==> src/rtl/hcrs_pkg.sv <==
package hcrs_pkg;
   localparam int NDOM     = 2;
   localparam int DOM_PHY  = 0;
   localparam int DOM_HOST = 1;

   // legal divisor set; all other codes are reserved
   function automatic logic div_is_legal(input int unsigned v);
      case (v)
         1, 2, 3, 4, 6, 8, 12: return 1'b1;
         default:              return 1'b0;
      endcase
   endfunction
endpackage

==> src/rtl/hcrs_clkdiv.sv <==
module hcrs_clkdiv #(
   parameter int DIV_W     = 4,
   parameter int DEF_DIV   = 4,
   parameter bit BYPASS_EN = 1'b1
) (
   input  logic             clk,
   input  logic             rst_n,
   input  logic [DIV_W-1:0] div_val,
   input  logic             div_wr,
   input  logic             div_rst_n,
   input  logic             div_en,
   input  logic             div_byp,
   output logic             hclk_ce,
   output logic [DIV_W-1:0] div_cur,
   output logic             div_err
);
   import hcrs_pkg::*;

   if (DIV_W < 4) begin : g_bad_width
      $error("hcrs_clkdiv: DIV_W must be at least 4");
   end
   if (DEF_DIV < 1 || DEF_DIV >= (1 << DIV_W)) begin : g_bad_default
      $error("hcrs_clkdiv: DEF_DIV out of range");
   end

   logic [DIV_W-1:0] div_q;
   logic [DIV_W-1:0] cnt_q;
   logic             err_q;
   logic             wrap;
   logic             pick;

   assign wrap = (cnt_q == div_q - DIV_W'(1));

   if (BYPASS_EN) begin : g_byp
      assign pick = div_byp | wrap;
   end else begin : g_nobyp
      assign pick = wrap;
   end

   assign hclk_ce = rst_n & div_rst_n & div_en & pick;
   assign div_cur = div_q;
   assign div_err = err_q;

   always_ff @(posedge clk or negedge rst_n) begin
      if (!rst_n) begin
         div_q <= DIV_W'(DEF_DIV);
         cnt_q <= '0;
         err_q <= 1'b0;
      end else begin
         if (div_wr) begin
            if (div_rst_n)
               err_q <= 1'b1;
            else if (div_is_legal(int'(div_val)))
               div_q <= div_val;
         end
         if (!div_rst_n)
            cnt_q <= '0;
         else if (div_en)
            cnt_q <= wrap ? '0 : cnt_q + DIV_W'(1);
      end
   end
endmodule

==> src/rtl/hcrs_rst_sync.sv <==
module hcrs_rst_sync #(
   parameter int STAGES = 2
) (
   input  logic clk,
   input  logic arst_n,
   input  logic tick,
   output logic rst_n_o
);
   if (STAGES < 2) begin : g_bad_stages
      $error("hcrs_rst_sync: STAGES must be at least 2");
   end

   logic [STAGES-1:0] sh_q;

   always_ff @(posedge clk or negedge arst_n) begin
      if (!arst_n)
         sh_q <= '0;
      else if (tick)
         sh_q <= {sh_q[STAGES-2:0], 1'b1};
   end

   assign rst_n_o = sh_q[STAGES-1];
endmodule

==> src/rtl/hcrs_guard.sv <==
module hcrs_guard #(
   parameter int PHY_WAIT     = 6,
   parameter int CYC_PER_MS   = 125000,
   parameter int HOST_WAIT_MS = 12
) (
   input  logic                      clk,
   input  logic                      rst_n,
   input  logic [hcrs_pkg::NDOM-1:0] dom_tick,
   input  logic                      phy_up,
   input  logic                      phy_req,
   input  logic                      host_req,
   output logic                      phy_rel,
   output logic                      host_rel,
   output logic                      phy_early,
   output logic                      host_early
);
   import hcrs_pkg::*;

   localparam int HW  = $clog2(PHY_WAIT + 1);
   localparam int LIM = CYC_PER_MS * HOST_WAIT_MS;
   localparam int TW  = $clog2(LIM + 1);

   if (PHY_WAIT < 1 || CYC_PER_MS < 1 || HOST_WAIT_MS < 1) begin : g_bad_wait
      $error("hcrs_guard: wait parameters must be positive");
   end

   logic [HW-1:0]   wait_cnt [NDOM];
   logic [NDOM-1:0] dom_ready;
   logic [TW-1:0]   t_q;
   logic            phy_ok;
   logic            host_ok;

   // one saturating tick counter per clock domain
   for (genvar g = 0; g < NDOM; g++) begin : g_wait
      always_ff @(posedge clk or negedge rst_n) begin
         if (!rst_n)
            wait_cnt[g] <= '0;
         else if (dom_tick[g] && !dom_ready[g])
            wait_cnt[g] <= wait_cnt[g] + HW'(1);
      end
      assign dom_ready[g] = (wait_cnt[g] == HW'(PHY_WAIT));
   end

   assign phy_ok  = &dom_ready;
   assign host_ok = (t_q == TW'(LIM));

   always_ff @(posedge clk or negedge rst_n) begin
      if (!rst_n) begin
         t_q        <= '0;
         phy_rel    <= 1'b0;
         host_rel   <= 1'b0;
         phy_early  <= 1'b0;
         host_early <= 1'b0;
      end else begin
         if (!phy_up)
            t_q <= '0;
         else if (!host_ok)
            t_q <= t_q + TW'(1);
         phy_rel    <= phy_req & phy_ok;
         host_rel   <= host_req & host_ok;
         phy_early  <= phy_early | (phy_req & ~phy_ok);
         host_early <= host_early | (host_req & ~host_ok);
      end
   end
endmodule

==> src/rtl/hclk_rst_seq.sv <==
module hclk_rst_seq #(
   parameter int DIV_W        = 4,
   parameter int DEF_DIV      = 4,
   parameter bit BYPASS_EN    = 1'b1,
   parameter int SYNC_STAGES  = 2,
   parameter int PHY_WAIT     = 6,
   parameter int CYC_PER_MS   = 125000,
   parameter int HOST_WAIT_MS = 12
) (
   input  logic             clk,
   input  logic             rst_n,
   input  logic [DIV_W-1:0] div_val,
   input  logic             div_wr,
   input  logic             div_rst_n,
   input  logic             div_en,
   input  logic             div_byp,
   input  logic             phy_ce,
   input  logic             phy_rst_req,
   input  logic             host_rst_req,
   output logic             hclk_ce,
   output logic             phy_rst_n_o,
   output logic             host_rst_n_o,
   output logic             div_err,
   output logic             phy_early,
   output logic             host_early
);
   import hcrs_pkg::*;

   logic [DIV_W-1:0] div_cur;
   logic [NDOM-1:0]  dom_tick;
   logic [NDOM-1:0]  dom_rel;
   logic [NDOM-1:0]  dom_rst_n;
   logic             phy_rel;
   logic             host_rel;

   hcrs_clkdiv #(
      .DIV_W(DIV_W), .DEF_DIV(DEF_DIV), .BYPASS_EN(BYPASS_EN)
   ) u_div (
      .clk(clk), .rst_n(rst_n), .div_val(div_val), .div_wr(div_wr),
      .div_rst_n(div_rst_n), .div_en(div_en), .div_byp(div_byp),
      .hclk_ce(hclk_ce), .div_cur(div_cur), .div_err(div_err)
   );

   assign dom_tick[DOM_PHY]  = phy_ce;
   assign dom_tick[DOM_HOST] = hclk_ce;
   assign dom_rel[DOM_PHY]   = phy_rel;
   assign dom_rel[DOM_HOST]  = host_rel;

   hcrs_guard #(
      .PHY_WAIT(PHY_WAIT), .CYC_PER_MS(CYC_PER_MS), .HOST_WAIT_MS(HOST_WAIT_MS)
   ) u_guard (
      .clk(clk), .rst_n(rst_n), .dom_tick(dom_tick),
      .phy_up(dom_rst_n[DOM_PHY]), .phy_req(phy_rst_req), .host_req(host_rst_req),
      .phy_rel(phy_rel), .host_rel(host_rel),
      .phy_early(phy_early), .host_early(host_early)
   );

   for (genvar g = 0; g < NDOM; g++) begin : g_sync
      hcrs_rst_sync #(.STAGES(SYNC_STAGES)) u_sync (
         .clk(clk), .arst_n(rst_n & dom_rel[g]),
         .tick(dom_tick[g]), .rst_n_o(dom_rst_n[g])
      );
   end

   assign phy_rst_n_o  = dom_rst_n[DOM_PHY];
   assign host_rst_n_o = dom_rst_n[DOM_HOST];
endmodule

==> config.mk <==
export PLATFORM = sky130hd
export DESIGN_NAME = hclk_rst_seq
export DESIGN_NICKNAME = d
export VERILOG_FILES = /design/src/rtl/hcrs_pkg.sv /design/src/rtl/hcrs_clkdiv.sv /design/src/rtl/hcrs_rst_sync.sv /design/src/rtl/hcrs_guard.sv /design/src/rtl/hclk_rst_seq.sv
export SDC_FILE = /design/constraint.sdc
export NUM_CORES = 1
export LEC_CHECK = 0
export CELL_PAD_IN_SITES_DETAIL_PLACEMENT = 2
export CELL_PAD_IN_SITES_GLOBAL_PLACEMENT = 2
export CORE_ASPECT_RATIO = 1.5
export CORE_MARGIN = 8
export CORE_UTILIZATION = 40
export CTS_CLUSTER_SIZE = 28
export DETAILED_ROUTE_END_ITERATION = 10
export PLACE_DENSITY = 0.9
export RECOVER_POWER = 25
export REMOVE_ABC_BUFFERS = 1
export SLEW_MARGIN = 10
export SYNTH_ARGS = -nofsm -noshare
export SYNTH_HDL_FRONTEND = slang
export SYNTH_HIERARCHICAL = 1
export SYNTH_SLANG_ARGS = --single-unit
==> constraint.sdc <==
create_clock -name clk -period 3.4 [get_ports clk]
set_clock_uncertainty 0.15 [all_clocks]
set_input_delay 0.34 -clock clk [delete_from_list [all_inputs] [get_ports clk]]
set_output_delay 0.34 -clock clk [all_outputs]
set_load 0.1 [all_outputs]
==> flow_results.xml <==
<?xml version="1.0" encoding="UTF-8"?>
<metrics>
  <group name="clock_network">
    <metric name="path_clk_slew" unit="ns">0.09</metric>
    <metric name="cts.repair.resized" unit="">0</metric>
    <metric name="cts-root-to-sink-buffers" unit="">2</metric>
    <metric name="root_buffer" unit="">clkbuf_8</metric>
    <metric name="clock_latency_at_the_later_pin_of_the_worst_skew_pair" unit="ns">0.30</metric>
    <metric name="cts.hold.buffers_added" unit="">0</metric>
    <metric name="clock_sinks" unit="">44</metric>
    <metric name="cts_setup_buffers" unit="">0</metric>
    <metric name="ctsHtreeMaxLevel" unit="">2</metric>
    <metric name="tritoncts.num_buffers" unit="">5</metric>
    <metric name="clock_tree_from_tritoncts" unit="">done</metric>
  </group>
  <group name="placement">
    <metric name="placement.io_buffers" unit="">18</metric>
    <metric name="gp_congestion" unit="">0.7907</metric>
    <metric name="placed_cells" unit="">316</metric>
    <metric name="post-place-ws" unit="ns">0.8687</metric>
    <metric name="dp_hpwl" unit="um">4540</metric>
  </group>
  <group name="global_route">
    <metric name="grt_antenna_before_repair" unit="">0</metric>
    <metric name="groute.usage.overall" unit="%">15.17</metric>
    <metric name="largest_net_degree_at_the_start_of_global_routing" unit="">43</metric>
    <metric name="grt_pass1_wl" unit="um">10340</metric>
    <metric name="overall_overflow_remaining_after_global_route" unit="">0</metric>
    <metric name="via_count_of_the_first_global_routing_pass" unit="">2082</metric>
  </group>
  <group name="layout">
    <metric name="post_layout_nonfiller_instances" unit="">324</metric>
    <metric name="antenna_cells" unit="">0</metric>
    <metric name="fill_cells" unit="">631</metric>
    <metric name="layout-drive-gt1-share" unit="%">11.51</metric>
    <metric name="nets" unit="">272</metric>
    <metric name="flow.area_growth_from_synthesis" unit="%">15.33</metric>
  </group>
  <group name="sta">
    <metric name="post-route-worst-setup-slack" unit="ns">0.5730</metric>
    <metric name="slew_headroom" unit="%">-49.82</metric>
    <metric name="fin_crit" unit="ns">2.827</metric>
    <metric name="fmaxAchievable" unit="MHz">353.7</metric>
    <metric name="worst-slew-pin-transition" unit="ns">2.247</metric>
    <metric name="timing_max_transition_violations_final" unit="">43</metric>
    <metric name="rsz_0062_raised_after_global_routing" unit="">no</metric>
    <metric name="timing.final.setup_violations" unit="">0</metric>
    <metric name="hold_violations_final" unit="">0</metric>
    <metric name="tightest_hold_margin" unit="ns">0.006203</metric>
    <metric name="post-route-period-util" unit="%">83.15</metric>
    <metric name="setup_tns" unit="ns">0</metric>
  </group>
  <group name="routing">
    <metric name="number_of_design_rule_violations_left_after_detail_routing" unit="">0</metric>
    <metric name="totalWireLength" unit="um">6075</metric>
    <metric name="post_drt_wl_per_cell" unit="um">18.75</metric>
    <metric name="ant_nets" unit="">0</metric>
    <metric name="dr_total_vias" unit="">1797</metric>
    <metric name="drt-initial-drc-count" unit="">25</metric>
    <metric name="vias_per_cell" unit="">5.546</metric>
    <metric name="dr.pass1.iters" unit="">4</metric>
  </group>
  <group name="pwr">
    <metric name="switchingPower" unit="uW">527.3</metric>
    <metric name="p_per_area" unit="nW/um2">578.4</metric>
    <metric name="p_int" unit="uW">1008</metric>
    <metric name="p_clk_share" unit="%">26.2</metric>
    <metric name="share_comb_of_total_power" unit="%">25.3</metric>
    <metric name="sw_frac_of_total" unit="%">34.34</metric>
    <metric name="leakage_dissipation" unit="uW">0.001157</metric>
    <metric name="sequential_cell_fraction_of_total_power" unit="%">48.5</metric>
    <metric name="vdd_drop_max" unit="mV">0.3073</metric>
  </group>
  <group name="floorplanning">
    <metric name="dieHeight" unit="um">108.9</metric>
    <metric name="io_pins" unit="">19</metric>
    <metric name="area_of_the_core" unit="um2">5700</metric>
    <metric name="die-width" unit="um">77.95</metric>
    <metric name="fp.dieArea" unit="um2">8489</metric>
    <metric name="start_util" unit="%">40.39</metric>
    <metric name="std_cell_rows" unit="">34</metric>
  </group>
  <group name="outcome">
    <metric name="outcome" unit="">finished with violations</metric>
    <metric name="violations" unit="">capacitance limit, slew limit</metric>
  </group>
  <group name="critical_path">
    <metric name="timing.critical_path.from_type" unit="">flop</metric>
    <metric name="path_buf_inv" unit="">2</metric>
    <metric name="critical-path-slowest-cell" unit="">dfrtp_1</metric>
    <metric name="critPathMaxStageDelay" unit="ns">0.43</metric>
    <metric name="critical_path.top_delay_family" unit="">flip-flops</metric>
    <metric name="cp_cell_sequence" unit="">inv_1, ha_1, xor2_1, nand2_1, nor3_2, o2111a_1, buf_4</metric>
    <metric name="cp_num_cells" unit="">7</metric>
    <metric name="setup.worst_path.class" unit="">flop to output port</metric>
    <metric name="critPathMaxFanout" unit="">6</metric>
    <metric name="rr_worst_depth" unit="">8</metric>
    <metric name="worstPathRequired" unit="ns">2.91</metric>
    <metric name="data_arrival_critical_path" unit="ns">2.34</metric>
    <metric name="worst_setup_path_end_kind" unit="">output port</metric>
  </group>
  <group name="yosys">
    <metric name="avgSynthCellArea" unit="um2">10.01</metric>
    <metric name="syn_area" unit="um2">2302</metric>
    <metric name="synth-seq-cells" unit="">44</metric>
    <metric name="portion_of_the_post_synthesis_area_used_by_sequential_elements" unit="%">47.88</metric>
    <metric name="yosysUniqueCellTypes" unit="">46</metric>
    <metric name="yosys_warnings" unit="">6</metric>
    <metric name="synthTopCellsByArea" unit="">dfrtp_1 47%, ha_1 4.3%, xnor2_1 3.8%, nand2_1 3.6%, xor2_1 3.4%</metric>
    <metric name="synth_top_cells_by_count" unit="">43 x dfrtp_1, 22 x nand2_1, 14 x nor2_1</metric>
    <metric name="yosys.area.top_type" unit="">dfrtp_1</metric>
    <metric name="synthesis.instances" unit="">230</metric>
    <metric name="yosys.area.top_type_share" unit="%">46.74</metric>
    <metric name="async_flop_share" unit="%">100.0</metric>
    <metric name="synth_edf_count" unit="">0</metric>
    <metric name="top_reg_cell_synth" unit="">dfrtp_1</metric>
    <metric name="synthMostInstantiatedCell" unit="">dfrtp_1</metric>
  </group>
  <group name="hold_path">
    <metric name="timing.hold.worst.class" unit="">flop to asynchronous set/reset pin</metric>
  </group>
  <group name="run">
    <metric name="maxCapViolCount" unit="">1</metric>
  </group>
</metrics>
-- metal layers --
metal	up-vias	GRT usage [%]	routed length (um)
met1	931	14.91	2303
met3	2	2.723	167
met5	-	0	0
met2	17	30.56	3557
li1	847	-	-
met4	0	5.186	47
-- metrics by stage --
stage,cell area (um2),utilization [%],power (uW)
2_1_floorplan,2281,-,1004
3_3_place_gp,2549,44.71,1104
3_5_place_dp,2549,44.71,1151
4_1_cts,2660,46.66,1567
5_1_grt,2655,46.58,1637
6_report,2655,46.58,1536
-- worst reg2reg max path: stages (launching register included) --
cell and delay, ns:
dfrtp_1 0.43, inv_1 0.07, ha_1 0.30, xor2_1 0.16, nand2_1 0.11, nor3_2 0.28
o2111a_1 0.36, nand2_1 0.16, xnor2_1 0.22
-- final timing paths --
path | startpoint | endpoint | slack [ns]
max in group asynchronous | rst_n | u_guard/t_q[7]$_DFFE_PN0P_ | 1.08
worst max-delay path | u_div/div_cur[0]$_DFFE_PN0P_ | hclk_ce | 0.57
worst max register to register | u_div/div_cur[0]$_DFFE_PN0P_ | u_guard/wait_cnt[0]$_DFFE_PN0P_ | 1.09
worst min-delay path | u_guard/phy_rel$_DFF_PN0_ | g_sync[0].u_sync/sh_q[1]$_DFFE_PN0P_ | 0.006
min in group clk | u_guard/phy_early$_DFF_PN0_ | u_guard/phy_early$_DFF_PN0_ | 0.32
worst min register to register | u_guard/phy_rel$_DFF_PN0_ | g_sync[0].u_sync/sh_q[1]$_DFFE_PN0P_ | 0.006
-- kinds of logic (layout without fill, tap and decap cells) --
family	Yosys count	count (layout)	synth area share, %
muxes	10	10	4.946
buffers and inverters	18	40	3.043
AOI/OAI and AO/OA	32	32	8.695
and+or+nand+nor	99	99	23.86
xor gates and xnor gates	19	19	7.228
adders and majority gates	8	8	4.348
DFF	44	44	47.88
-- layout by cell type, fill, tap and decap left out, drive strengths merged, types with 2 or more instances in the layout --
master / instances
dfrtp: 43
nand2: 23
clkdlybuf4s50: 15
nor2: 14
inv: 13
xnor2: 10
a21oi: 10
nand4: 10
xor2: 9
nand3: 9
ha: 8
o21ai: 7
nand2b: 7
nor4: 7
clkbuf: 7
nor3: 6
mux2i: 5
mux2: 5
and2: 4
or2: 4
and3: 4
o31ai: 3
or4: 3
buf: 2
a21o: 2
a211oi: 2
o22ai: 2
nand3b: 2
or3: 2
nor2b: 2
a31oi: 2
-- sequential cells by signal, indices dropped and copies added (netlist names) --
name,flops
u_guard/wait_cnt,6
u_div/div_err,1
u_div/cnt_q,4
u_guard/host_early,1
u_guard/t_q,21
u_div/div_cur,4
u_guard/phy_rel,1
u_guard/phy_early,1
u_guard/host_rel,1
g_sync.u_sync/sh_q,4
-- cell type report --
cell class	count	area [um2]	area share [%]
Multi-Input combinational cell	168	1130	42.55
Tap cell	72	90.09	3.393
Sequential cell	44	1102	41.52
Timing Repair Buffer	19	172.7	6.503
Clock inverter	3	42.54	1.602
Inverter	13	48.80	1.838
Clock buffer	5	68.82	2.592
-- power by group through the flow --
stage / combinational, uW / sequential (uW) / clock [uW]
after floorplan: 261 / 743 / 0
after global placement: 363 / 741 / 0
after detailed placement: 394 / 758 / 0
after CTS: 399 / 746 / 423
after global routing: 442 / 762 / 433
final: 388 / 745 / 402
No activity file was read; power rests on OpenSTA's default activity.
